`src/rtl/fcd_pkg.sv`:
```
package fcd_pkg;
    localparam int INT_W    = 16;
    localparam int FRAC_W   = 8;
    localparam int CNT_W    = INT_W + 1;
    localparam int REG_W    = 32;
    localparam int INT_LSB  = 16;
    localparam int FRAC_LSB = 8;

    typedef struct packed {
        logic [CNT_W-1:0]  cnt;
        logic [FRAC_W-1:0] acc;
    } phase_t;
endpackage

```
`src/rtl/fcd_regbank.sv`:
```
module fcd_regbank
    import fcd_pkg::*;
#(
    parameter int NUM_CH = 4,
    parameter int ADDR_W = 2
) (
    input  logic                           clk,
    input  logic                           rst_n,
    input  logic                           wr_en,
    input  logic [ADDR_W-1:0]              wr_addr,
    input  logic [REG_W-1:0]               wr_data,
    input  logic [ADDR_W-1:0]              rd_addr,
    output logic [REG_W-1:0]               rd_data,
    output logic [NUM_CH-1:0][INT_W-1:0]   int_o,
    output logic [NUM_CH-1:0][FRAC_W-1:0]  frac_o,
    output logic [NUM_CH-1:0]              hit_o
);
    typedef struct packed {
        logic [NUM_CH-1:0][INT_W-1:0]  ival;
        logic [NUM_CH-1:0][FRAC_W-1:0] fval;
    } bank_t;

    bank_t bank_d, bank_q;
    logic  unused_low;

    assign unused_low = ^wr_data[FRAC_LSB-1:0];

    always_comb begin
        bank_d = bank_q;
        hit_o  = '0;
        for (int c = 0; c < NUM_CH; c++) begin
            if (wr_en && (wr_addr == ADDR_W'(c))) begin
                hit_o[c]       = 1'b1;
                bank_d.ival[c] = wr_data[INT_LSB +: INT_W];
                bank_d.fval[c] = wr_data[FRAC_LSB +: FRAC_W];
            end
        end
    end

    always_comb begin
        rd_data = '0;
        for (int c = 0; c < NUM_CH; c++) begin
            if (rd_addr == ADDR_W'(c)) begin
                rd_data = {bank_q.ival[c], bank_q.fval[c], {FRAC_LSB{1'b0}}};
            end
        end
    end

    always_ff @(posedge clk or negedge rst_n) begin
        if (!rst_n) begin
            for (int c = 0; c < NUM_CH; c++) begin
                bank_q.ival[c] <= INT_W'(1);
                bank_q.fval[c] <= '0;
            end
        end else begin
            bank_q <= bank_d;
        end
    end

    assign int_o  = bank_q.ival;
    assign frac_o = bank_q.fval;


    wr_capture_chk: assert property (@(posedge clk) disable iff (!rst_n)
        (wr_en && (int'(wr_addr) < NUM_CH)) |=>
            ((bank_q.ival[$past(wr_addr)] == $past(wr_data[INT_LSB +: INT_W])) &&
             (bank_q.fval[$past(wr_addr)] == $past(wr_data[FRAC_LSB +: FRAC_W]))));
endmodule

```
`src/rtl/fcd_channel.sv`:
```
module fcd_channel
    import fcd_pkg::*;
(
    input  logic              clk,
    input  logic              rst_n,
    input  logic              clr_i,
    input  logic [INT_W-1:0]  int_i,
    input  logic [FRAC_W-1:0] frac_i,
    output logic              en_o
);
    phase_t            st_d, st_q;
    logic [CNT_W-1:0]  int_eff;
    logic [FRAC_W-1:0] frac_eff;
    logic [FRAC_W:0]   sum_c;
    logic [CNT_W-1:0]  len_c;
    logic              hit_c;

    always_comb begin
        if (int_i == '0) begin
            int_eff  = CNT_W'(1) << INT_W;
            frac_eff = '0;
        end else begin
            int_eff  = CNT_W'(int_i);
            frac_eff = frac_i;
        end
        sum_c = {1'b0, st_q.acc} + {1'b0, frac_eff};
        len_c = int_eff + CNT_W'(sum_c[FRAC_W]);
        hit_c = (st_q.cnt >= len_c);

        st_d = st_q;
        if (clr_i) begin
            st_d.cnt = CNT_W'(1);
            st_d.acc = '0;
        end else if (hit_c) begin
            st_d.cnt = CNT_W'(1);
            st_d.acc = sum_c[FRAC_W-1:0];
        end else begin
            st_d.cnt = st_q.cnt + CNT_W'(1);
        end
    end

    always_ff @(posedge clk or negedge rst_n) begin
        if (!rst_n) begin
            st_q.cnt <= CNT_W'(1);
            st_q.acc <= '0;
        end else begin
            st_q <= st_d;
        end
    end

    assign en_o = hit_c;


    cnt_in_interval_chk: assert property (@(posedge clk) disable iff (!rst_n)
        (st_q.cnt != '0) && (st_q.cnt <= len_c));


    unit_div_full_rate_chk: assert property (@(posedge clk) disable iff (!rst_n)
        ((int_i == INT_W'(1)) && (frac_i == '0)) |-> en_o);


    clr_phase_chk: assert property (@(posedge clk) disable iff (!rst_n)
        clr_i |=> (en_o == (int_i == INT_W'(1))));


    zero_int_no_frac_chk: assert property (@(posedge clk) disable iff (!rst_n)
        (int_i == '0) |-> (st_q.acc == '0));
endmodule

```
`src/rtl/fcd_top.sv`:
```
module fcd_top
    import fcd_pkg::*;
#(
    parameter  int NUM_CH = 4,
    localparam int ADDR_W = (NUM_CH > 1) ? $clog2(NUM_CH) : 1
) (
    input  logic              clk,
    input  logic              rst_n,
    input  logic              wr_en,
    input  logic [ADDR_W-1:0] wr_addr,
    input  logic [REG_W-1:0]  wr_data,
    input  logic [ADDR_W-1:0] rd_addr,
    output logic [REG_W-1:0]  rd_data,
    input  logic [NUM_CH-1:0] restart,
    output logic [NUM_CH-1:0] step_en
);
    logic [NUM_CH-1:0][INT_W-1:0]  int_w;
    logic [NUM_CH-1:0][FRAC_W-1:0] frac_w;
    logic [NUM_CH-1:0]             hit_w;
    logic [NUM_CH-1:0]             clr_w;

    fcd_regbank #(.NUM_CH(NUM_CH), .ADDR_W(ADDR_W)) u_bank (
        .clk    (clk),
        .rst_n  (rst_n),
        .wr_en  (wr_en),
        .wr_addr(wr_addr),
        .wr_data(wr_data),
        .rd_addr(rd_addr),
        .rd_data(rd_data),
        .int_o  (int_w),
        .frac_o (frac_w),
        .hit_o  (hit_w)
    );

    assign clr_w = restart | hit_w;

    for (genvar c = 0; c < NUM_CH; c++) begin : g_ch
        fcd_channel u_ch (
            .clk   (clk),
            .rst_n (rst_n),
            .clr_i (clr_w[c]),
            .int_i (int_w[c]),
            .frac_i(frac_w[c]),
            .en_o  (step_en[c])
        );
    end


    one_write_target_chk: assert property (@(posedge clk) disable iff (!rst_n)
        $onehot0(hit_w) && (!wr_en -> (hit_w == '0)));
endmodule

```
`config.mk`:
```
export PLATFORM = sky130hd
export DESIGN_NAME = fcd_top
export DESIGN_NICKNAME = d
export VERILOG_FILES = /design/src/rtl/fcd_pkg.sv /design/src/rtl/fcd_regbank.sv /design/src/rtl/fcd_channel.sv /design/src/rtl/fcd_top.sv
export SDC_FILE = /design/constraint.sdc
export NUM_CORES = 1
export LEC_CHECK = 0
export ABC_AREA = 1
export CAP_MARGIN = 0
export CORE_ASPECT_RATIO = 0.6
export CORE_MARGIN = 2
export CORE_UTILIZATION = 62
export CTS_CLUSTER_DIAMETER = 100
export DETAILED_ROUTE_END_ITERATION = 8
export DONT_BUFFER_PORTS = 1
export GPL_ROUTABILITY_DRIVEN = 0
export PLACE_DENSITY = 0.78
export SYNTH_ARGS = -nofsm -noshare
export SYNTH_HDL_FRONTEND = slang
export SYNTH_SLANG_ARGS = --single-unit
export TNS_END_PERCENT = 20
```
`constraint.sdc`:
```
create_clock -name clk -period 6.35 [get_ports clk]
set_clock_uncertainty 0.05 [all_clocks]
set_input_delay 1.27 -clock clk [delete_from_list [all_inputs] [get_ports clk]]
set_output_delay 1.27 -clock clk [all_outputs]
set_load 0.02 [all_outputs]
```
* Word-level counts from Yosys, hierarchy flattened
Index checks and enable logic that the tools add are counted.
** Storage, ports and cells
- Input port bits :: 43
- Logic and storage cells :: 81
- Output and inout port bits :: 36
- Register bits after elaboration :: 196
** Cells by class
- Equality and inequality tests :: 6
- Mux-type cells :: 28
- Reductions and logical operators :: 14
- Bitwise gates (word level) :: 1
- Order comparisons :: 4
- Add/subtract/negate cells :: 12
** Operator list (count)
- 2-to-1 mux 17 bit :: 8
- 2-to-1 mux 32 bit :: 4
- 2-to-1 mux 25 bit :: 4
- adder 17 x 1 -> 17 bit :: 4
- adder 17 x 1 -> 17 bit, second input constant :: 4
- greater-or-equal comparator 17 bit :: 4
- logical NOT 16 bit :: 4
- 2-to-1 mux 8 bit :: 8
- adder 8 x 8 -> 9 bit :: 4
- equality test 2 bit, second input constant :: 4
- nonzero test 2 bit :: 4
- equality test 2 x 1 -> 1 bit, second input constant :: 2
- logical AND 1 bit :: 4
- logical NOT 2 bit :: 2
- 2-to-1 mux 1 bit :: 4
- OR 4 bit :: 1

* Longest topological paths before layout
Gate-level depths: netlist of the first run.
- Depth in word-level cells :: 7
- Depth in mapped cells :: 35
- Gate-level depth less buffers :: 34

* Cells and area by module
Synthesis of the first run repeated with hierarchy kept, for this count alone.
** Second synthesis, totals
- Cell total of the unflattened synthesis :: 1995
- Area, all modules :: 15103.2 um^2
** Modules (own cells, without submodules)
- fcd_channel (g_ch[0].u_ch ...) :: cells an instance 374, times used 2, seq. area each 626.9 um^2, area each 2687.6 um^2
- fcd_regbank :: cells an instance 490, times used 1, seq. area each 2407.3 um^2, area each 4391.7 um^2
- fcd_channel (g_ch[3].u_ch) :: cells an instance 372, times used 1, seq. area each 626.9 um^2, area each 2676.3 um^2
- fcd_channel (g_ch[1].u_ch) :: cells an instance 373, times used 1, seq. area each 626.9 um^2, area each 2615.0 um^2
- fcd_top :: cells an instance 12, times used 1, seq. area each 0.0 um^2, area each 45.0 um^2

* Worst setup path before layout of the first run
OpenSTA, ideal clock, no wires.
- Path kind :: reg2out
- Start :: register u_bank.bank_q, in the netlist u_bank.int_o[10]
- End :: output port step_en[0]
- Cell stages (with the launch flop) :: 29
- Required time :: 5030 ps
- Arrival time :: 4398 ps
- Path slack :: 632 ps
- Path buffers :: 2
- Cells stage by stage :: dfrtp_1 > inv_1 > nand2_1 > nor4_1 > nand2_1 > inv_1 > nor2_1 > ha_1 > a21oi_1 > or2_2 > nand3_1 > nand2_1 > a21oi_1 > or2_2 > ha_1 > ha_1 > nand3_1 > nor2_1 > nand3_1 > nor2_1 > nand2_1 > xor2_1 > ha_1 > a21oi_1 > o21ai_0 > a21oi_1 > buf_2 > nand2_1 > buf_4
** Between the ends
- Longest elaborated chain between the ends :: 5
- Elaborated cells between the ends (all ways) :: 6
- Classes of those cells :: add/sub: 2; order compare: 1; mux: 2; reduce/logical: 1
** RTL lines
- start: declaration :: RTL line fcd_regbank.sv:23 : bank_t bank_d, bank_q;
- start signal: assignment :: RTL line fcd_regbank.sv:56 : bank_q <= bank_d;
- logical NOT 16 bit :: RTL line fcd_channel.sv:19 : if (int_i == '0) begin
- 2-to-1 mux 8 bit :: RTL line fcd_channel.sv:19
- adder 8 x 8 -> 9 bit :: RTL line fcd_channel.sv:26 : sum_c = {1'b0, st_q.acc} + {1'b0, frac_eff};
- adder 17 x 1 -> 17 bit * :: RTL line fcd_channel.sv:27 : len_c = int_eff + CNT_W'(sum_c[FRAC_W]);
- greater-or-equal comparator 17 bit * :: RTL line fcd_channel.sv:28 : hit_c = (st_q.cnt >= len_c);
- end: declaration :: RTL line fcd_top.sv:15 : output logic [NUM_CH-1:0] step_en
Every way passes the cells marked *; elsewhere a longest branch is shown, timed or not.

* Worst setup path after layout of the first run
- Start :: register u_bank.bank_q, in the netlist u_bank.int_o[26]
- End :: output port step_en[1]
Same word-level chain as after synthesis.

==> metrics, run 1 <==
internal power=around 2.4 mW; first-pass GRT wire length=around 60 mm; antenna violations before repair=1; Final Power=around 3.8 mW; Worst path slowest cell=dfrtp_2; gr ovfl total=0; H-tree levels=4; drt pass-1 iters=8; average size of a mapped cell=roughly 7.5 um^2; CTS root buffer=clkbuf_16; number of routed nets with antenna violations=0; Comb power frac=30.6%; Post-Place Cells=around 2100; Critical Path Source Type=flip-flop; Min-Delay Path Class=reg -> reg; synth top area cells=dfrtp_1, nand2_1, ha_1; DR vias=between 10000 and 15000; row count=42; maximum clock insertion buffer count=2; # hold bufs at CTS=0; Sw Pwr=1.41 mW; DP Area=~14000 um^2; worst path arrival time=about 5000 ps; Fmax=approximately 160 MHz; post-synth top area cell=dfrtp_1; pin count of the biggest net entering global routing=197; Remaining DRCs=0; WP buf/inv=3; adder-cell area share of the yosys netlist=10.8%; Port Buffers=0; fin crit share=100%; crit path capture type=output port; Cells after Synth=roughly 1800; Top FF cell, synth=dfrtp_1; Routed WL=40.9 mm; clk_lat worst skew=470 ps; Mapped Area=13700 um^2; endpoints failing setup=1; Reg clk slew, reported paths=~80 ps; most used cell along the critical path=nor2_4; Crit Path Class=reg -> out; Synth Area in Simple Gates=between 20% and 30%; Worst Max-Slew Pin Slew=just over 900 ps; vias in the first global route=11200; crit path max fanout=8; Static Leakage=7.95 nW; CTS Sinks=196; detailed-route vias per instance=just under 6; Die H=roughly 120 um; peak supply drop=about 0.00021 V; status=finished, violations left; Yosys warning total=0; drt wl/cell=about 18 um; fraction of synthesized area in multiplexers=0%; number of DRC markers in iteration 0=between 1000 and 1500; Clk network pwr share=between 20% and 30%; Period minus WS final=roughly 6400 ps; sequential share of power=40.3%; Yosys reg bits=196; Post-Route Utilization=between 70% and 80%; failing checks=setup timing; Slew Limit Fails=0; area added between synthesis and finish=16.7%; Detail Placement HPWL=28.0 mm; Die Width=roughly 200 um; Crit path max-delay family=simple AND/OR/NAND/NOR gates; Post-synth EDFFs=0; required time worst endpoint=a little over 5000 ps; Unique masters post-synth=43; max cap viols=0; switch share=between 30% and 40%; Nets=between 2000 and 2500; fraction of layout cells with a size suffix above 1=~18%; Antenna diodes=0; CORE AREA=around 22000 um^2; xor/xnor cell area share of the yosys netlist=approximately 7.4%; sequential cell area fraction in the yosys report=35.9%; final std cells w/o fill=~2200; pwr/cell area=roughly 240 nW/um^2; Fill cells=1616; Yosys top cell area share=around a third; main combinational cell family by area after synthesis=simple AND/OR/NAND/NOR gates; Post-synth ARST share=between 90% and 100%; die area=between 20000 and 25000 um^2; endpoints failing hold=0; GR Util All Layers=33.0%; sum of negative setup slack=-12.9 ps; boundary pin count=79; Final WS setup=-12.9 ps; CTS tree=yes; unrepaired setup endpoints after global routing=yes; Synth top cells by count=nand2_1, inv_1, nor2_1; number of CTS-inserted buffers=17; Compound-Gate Fraction of Synth Area=8.82%; top-count cell post-synth=nand2_1; Largest stage delay, worst path=450 ps; Design Area, Final=16000 um^2; Slew headroom=roughly 37%; starting density of the core=a little over three fifths
final timing paths:
path	from	to	slack [ps]	cells past startpoint
max	u_bank.int_o[26]	step_en[1]	-10	30
min	u_bank.frac_o[15]	u_bank.frac_o[15]	440	2
max reg2reg	u_bank.int_o[0]	g_ch[0].u_ch.st_q[7]	830	33
min reg2reg	u_bank.frac_o[15]	u_bank.frac_o[15]	440	2
max in group asynchronous	rst_n	g_ch[0].u_ch.st_q[8]	5390	0
min in group asynchronous	rst_n	g_ch[1].u_ch.st_q[15]	460	0
kinds of logic after synthesis:
family	Yosys count
AO/OA/AOI/OAI	226
XOR/XNOR	116
adder cells (fa/ha/maj)	116
buffers and inverters	319
flip-flops	196
other	1
AND/OR/NAND/NOR	858
worst min-delay path, stage by stage (launching register included):
cell and delay, ps:
dfrtp_1 350, nand2_1 50, o21ai_0 60
placed cells by master, fill, tap and decap left out, drive strengths merged:
master,n
nand4,70
a21o,7
a21oi,57
nand3b,10
o21bai,5
o211ai,1
o21ai,130
a22oi,1
clkbuf,18
nor3,30
fa,4
buf,130
o21a,1
or2,10
nand2,421
dfstp,8
xnor2,29
inv,262
o2111ai,2
conb,8
nand3,103
nor4,10
ha,112
xor2,87
a221oi,2
dfrtp,188
nor2,202
and2,2
clkinv,4
o22ai,20
registers in the layout, indices dropped and copies added (netlist names):
signal and count:
u_bank.frac_o 32, u_bank.int_o 64, g_ch.u_ch.st_q 100
power groups by stage:
stage	combinational (mW)	clock [mW]	sequential [mW]
6_report	1.16	1.10	1.52
5_1_grt	1.27	1.15	1.54
4_1_cts	0.953	1.10	1.51
3_5_place_dp	0.903	0	1.54
3_3_place_gp	0.867	0	1.53
2_1_floorplan	0.693	0	1.50
cell type report:
type / count / area [um^2] / area share, %
clock buffer: 18 / 439 / 2.75
clock inverter: 14 / 134 / 0.837
inverter: 252 / 956 / 5.98
multi-input combinational: 1324 / 8190 / 51.2
sequential: 196 / 4940 / 30.9
tap: 286 / 358 / 2.24
timing repair buffer: 130 / 980 / 6.13
metal layers:
metal  GRT usage (%)  vias to the layer above  wire [um]
met5               0                        -          0
met4            8.57                        0       1310
met3            10.5                      128       4840
met2            47.3                      621      17800
met1            48.1                     6132      16900
li1                -                     6082          -
metrics by stage:
stage	worst slack, ps	hold WS (ps)
2_1_floorplan	632	403
3_3_place_gp	232	416
3_5_place_dp	57.1	424
4_1_cts	-8.21	443
5_1_grt	-264	437
6_report	-12.9	439
what timing repair did:
item	4_1_cts	5_1_grt
setup buffers	24	74
gates resized for setup	63	133
endpoints found under the setup margin	4	4
pin swaps	27	99
(Power assumes the default switching activity.)
==> run 2: changes to the inputs <==
Settings changed: CELL_PAD_IN_SITES_DETAIL_PLACEMENT set to 1, CELL_PAD_IN_SITES_GLOBAL_PLACEMENT set to 1, CORE_UTILIZATION 62 to 48, PLACE_DENSITY 0.78 to not set, PLACE_DENSITY_LB_ADDON set to 0.1.
==> metrics, run 2 (synthesis results as in run 1) <==
number of flip-flops in the largest register=100 (unchanged); number of DRC markers in iteration 0=971 (-32%); final hold slack=434 ps (-4.84 ps); worst path arrival time=5060 ps (+20 ps); clk_lat worst skew=480 ps (about the same); GR Util All Layers=31.5% (-1.5 points); Slew headroom=32.5% (-4.6 points); Fill cells=3432 (+110%); Design Area, Final=16500 um^2 (+3.0%); number of routed nets with antenna violations=0 (unchanged); H-tree levels=4 (unchanged); most frequent cells in the layout=nand2_1, inv_1, dfrtp_1; Slew Limit Fails=0 (unchanged); final std cells w/o fill=2331 (+5.0%); Biggest register=g_ch.u_ch.st_q; die area=30000 um^2 (+28%); RR Endpoint=g_ch[0].u_ch.st_q[4]; # hold bufs at CTS=0 (unchanged); CTS Sinks=196 (unchanged); status=finished, violations left; required time worst endpoint=5030 ps (about the same); commonest non-fill, non-tap cell in the layout=nand2_1; Crit Path Class=reg -> out; Nets=2111 (+1.5%); reg2reg path depth=40 (+21%); CP endpoint=step_en[1]; CTS root buffer=clkbuf_16; fin crit share=101% (+0.32 points); crit path capture type=output port; detailed-route vias per instance=5.70 (-2.4%); pin count of the biggest net entering global routing=197 (unchanged); boundary pin count=79 (unchanged); Port Buffers=0 (unchanged); gr ovfl total=0 (unchanged); Min-Delay Path Class=in -> async; Post-Place Cells=2201 (+5.3%); Static Leakage=8.09 nW (+1.8%); pwr/cell area=240 nW/um^2 (+1.5%); CTS tree=yes; area of the multi-input gates=8340 um^2 (+1.9%); Critical Path Source Type=flip-flop; maximum clock insertion buffer count=2 (unchanged); Reg clk slew, reported paths=80 ps (about the same); Antenna diodes=0 (unchanged); vias in the first global route=13100 (+17%); Worst path slowest cell=dfrtp_1; drt wl/cell=21.1 um (+15%); Worst Max-Slew Pin Slew=1000 ps (+68.0 ps); endpoints failing hold=0 (unchanged); Remaining DRCs=0 (unchanged); Fmax=157 MHz (-0.32%); drt pass-1 iters=7 (-1); crit path launch=u_bank.int_o[25]; Detail Placement HPWL=33.8 mm (+21%); number of CTS-inserted buffers=17 (unchanged); DP Area=14300 um^2 (+2.4%); FF/Latch Area=4920 um^2 (-0.30%); first-pass GRT wire length=72.9 mm (+23%); endpoints failing setup=1 (unchanged); Die Width=222 um (+13%); max cap viols=0 (unchanged); failing checks=setup timing; starting density of the core=49.3% (-13 points); area added between synthesis and finish=20.2%; Final WS setup=-33.2 ps (-20.2 ps); worst r2r src=u_bank.int_o[2]; row count=47 (+12%); Final Power=3.95 mW (+4.6%); crit path max fanout=7 (-1); Routed WL=49.3 mm (+20%); fraction of layout cells with a size suffix above 1=19.9% (+2.1 points); Period minus WS final=6380 ps (+20.2 ps); antenna violations before repair=0 (-1); DR vias=13300 (+2.5%); peak supply drop=0.000183 V (-11%); unrepaired setup endpoints after global routing=yes; r2r setup slk=190 ps (-640 ps); Die H=135 um (+13%); worst slack, placed=-1.81 ps (-58.9 ps); Largest stage delay, worst path=390 ps (-60 ps); CORE AREA=27800 um^2 (+27%)
-- run 2: cell types whose count changed in the layout (fill, tap and decap cells not counted), sizes merged --
cell      before  now
buf          130  161
bufinv         0    2
clkbuf        18   17
clkinv         4    5
clkinvlp       0    2
inv          262  257
-- run 2: per-layer routing --
layer | wire, um | vias to the layer above | GRT usage, %
met1 | 22200 | 6668 | 44.1
li1 | - | 6139 | -
met3 | 3600 | 70 | 7.14
met5 | 0 | - | 0
met2 | 22400 | 405 | 49.1
met4 | 1070 | 0 | 8.67
-- run 2: cell type report --
type	count	share of cell area (%)
well taps	367	2.79
flip-flops and latches	196	29.9
repair buffers	161	7.38
inverters	252	5.79
multi-input cells	1324	50.6
clock buffers	17	2.58
clock inverters	14	0.919
-- run 2: how the worst min path moves through the flow --
stage | slack (ps) | to
floorplan | 400 | u_bank.frac_o[10]
global placement | 420 | u_bank.frac_o[9]
detailed placement | 420 | u_bank.frac_o[8]
CTS | 430 | g_ch[0].u_ch.st_q[3]
global route | 420 | g_ch[0].u_ch.st_q[2]
finish | 430 | g_ch[0].u_ch.st_q[2]
-- run 2: critical path, delay by kind of cell, from the launching register on --
family                   cells  cell delay [ps]
AND/OR/NAND/NOR             20             2300
adder cells (fa/ha/maj)      3              790
buffers and inverters        5              540
flip-flops                   1              390
AO/OA/AOI/OAI                2              300
XOR/XNOR                     1              250
-- run 2: timing repair --
item                                    in CTS  in global routing
buffers inserted                            47                 52
endpoints found under the setup margin       4                 26
gates resized for setup                    101                112
pin swaps                                   56                108
-- run 2: stage by stage --
stage	utilization, %	TNS (ps)
3_3_place_gp	51.5	0
6_report	59.2	-33.2
3_5_place_dp	51.5	-1.81
4_1_cts	56.2	-4.26
2_1_floorplan	-	0
5_1_grt	59.2	-1990
-- run 2: power breakdown --
group / leakage [nW] / internal [mW] / total, mW / switching (mW)
sequential: 2.54 / 1.39 / 1.51 / 0.120
clock: 0.281 / 0.584 / 1.14 / 0.560
combinational: 5.27 / 0.491 / 1.30 / 0.811
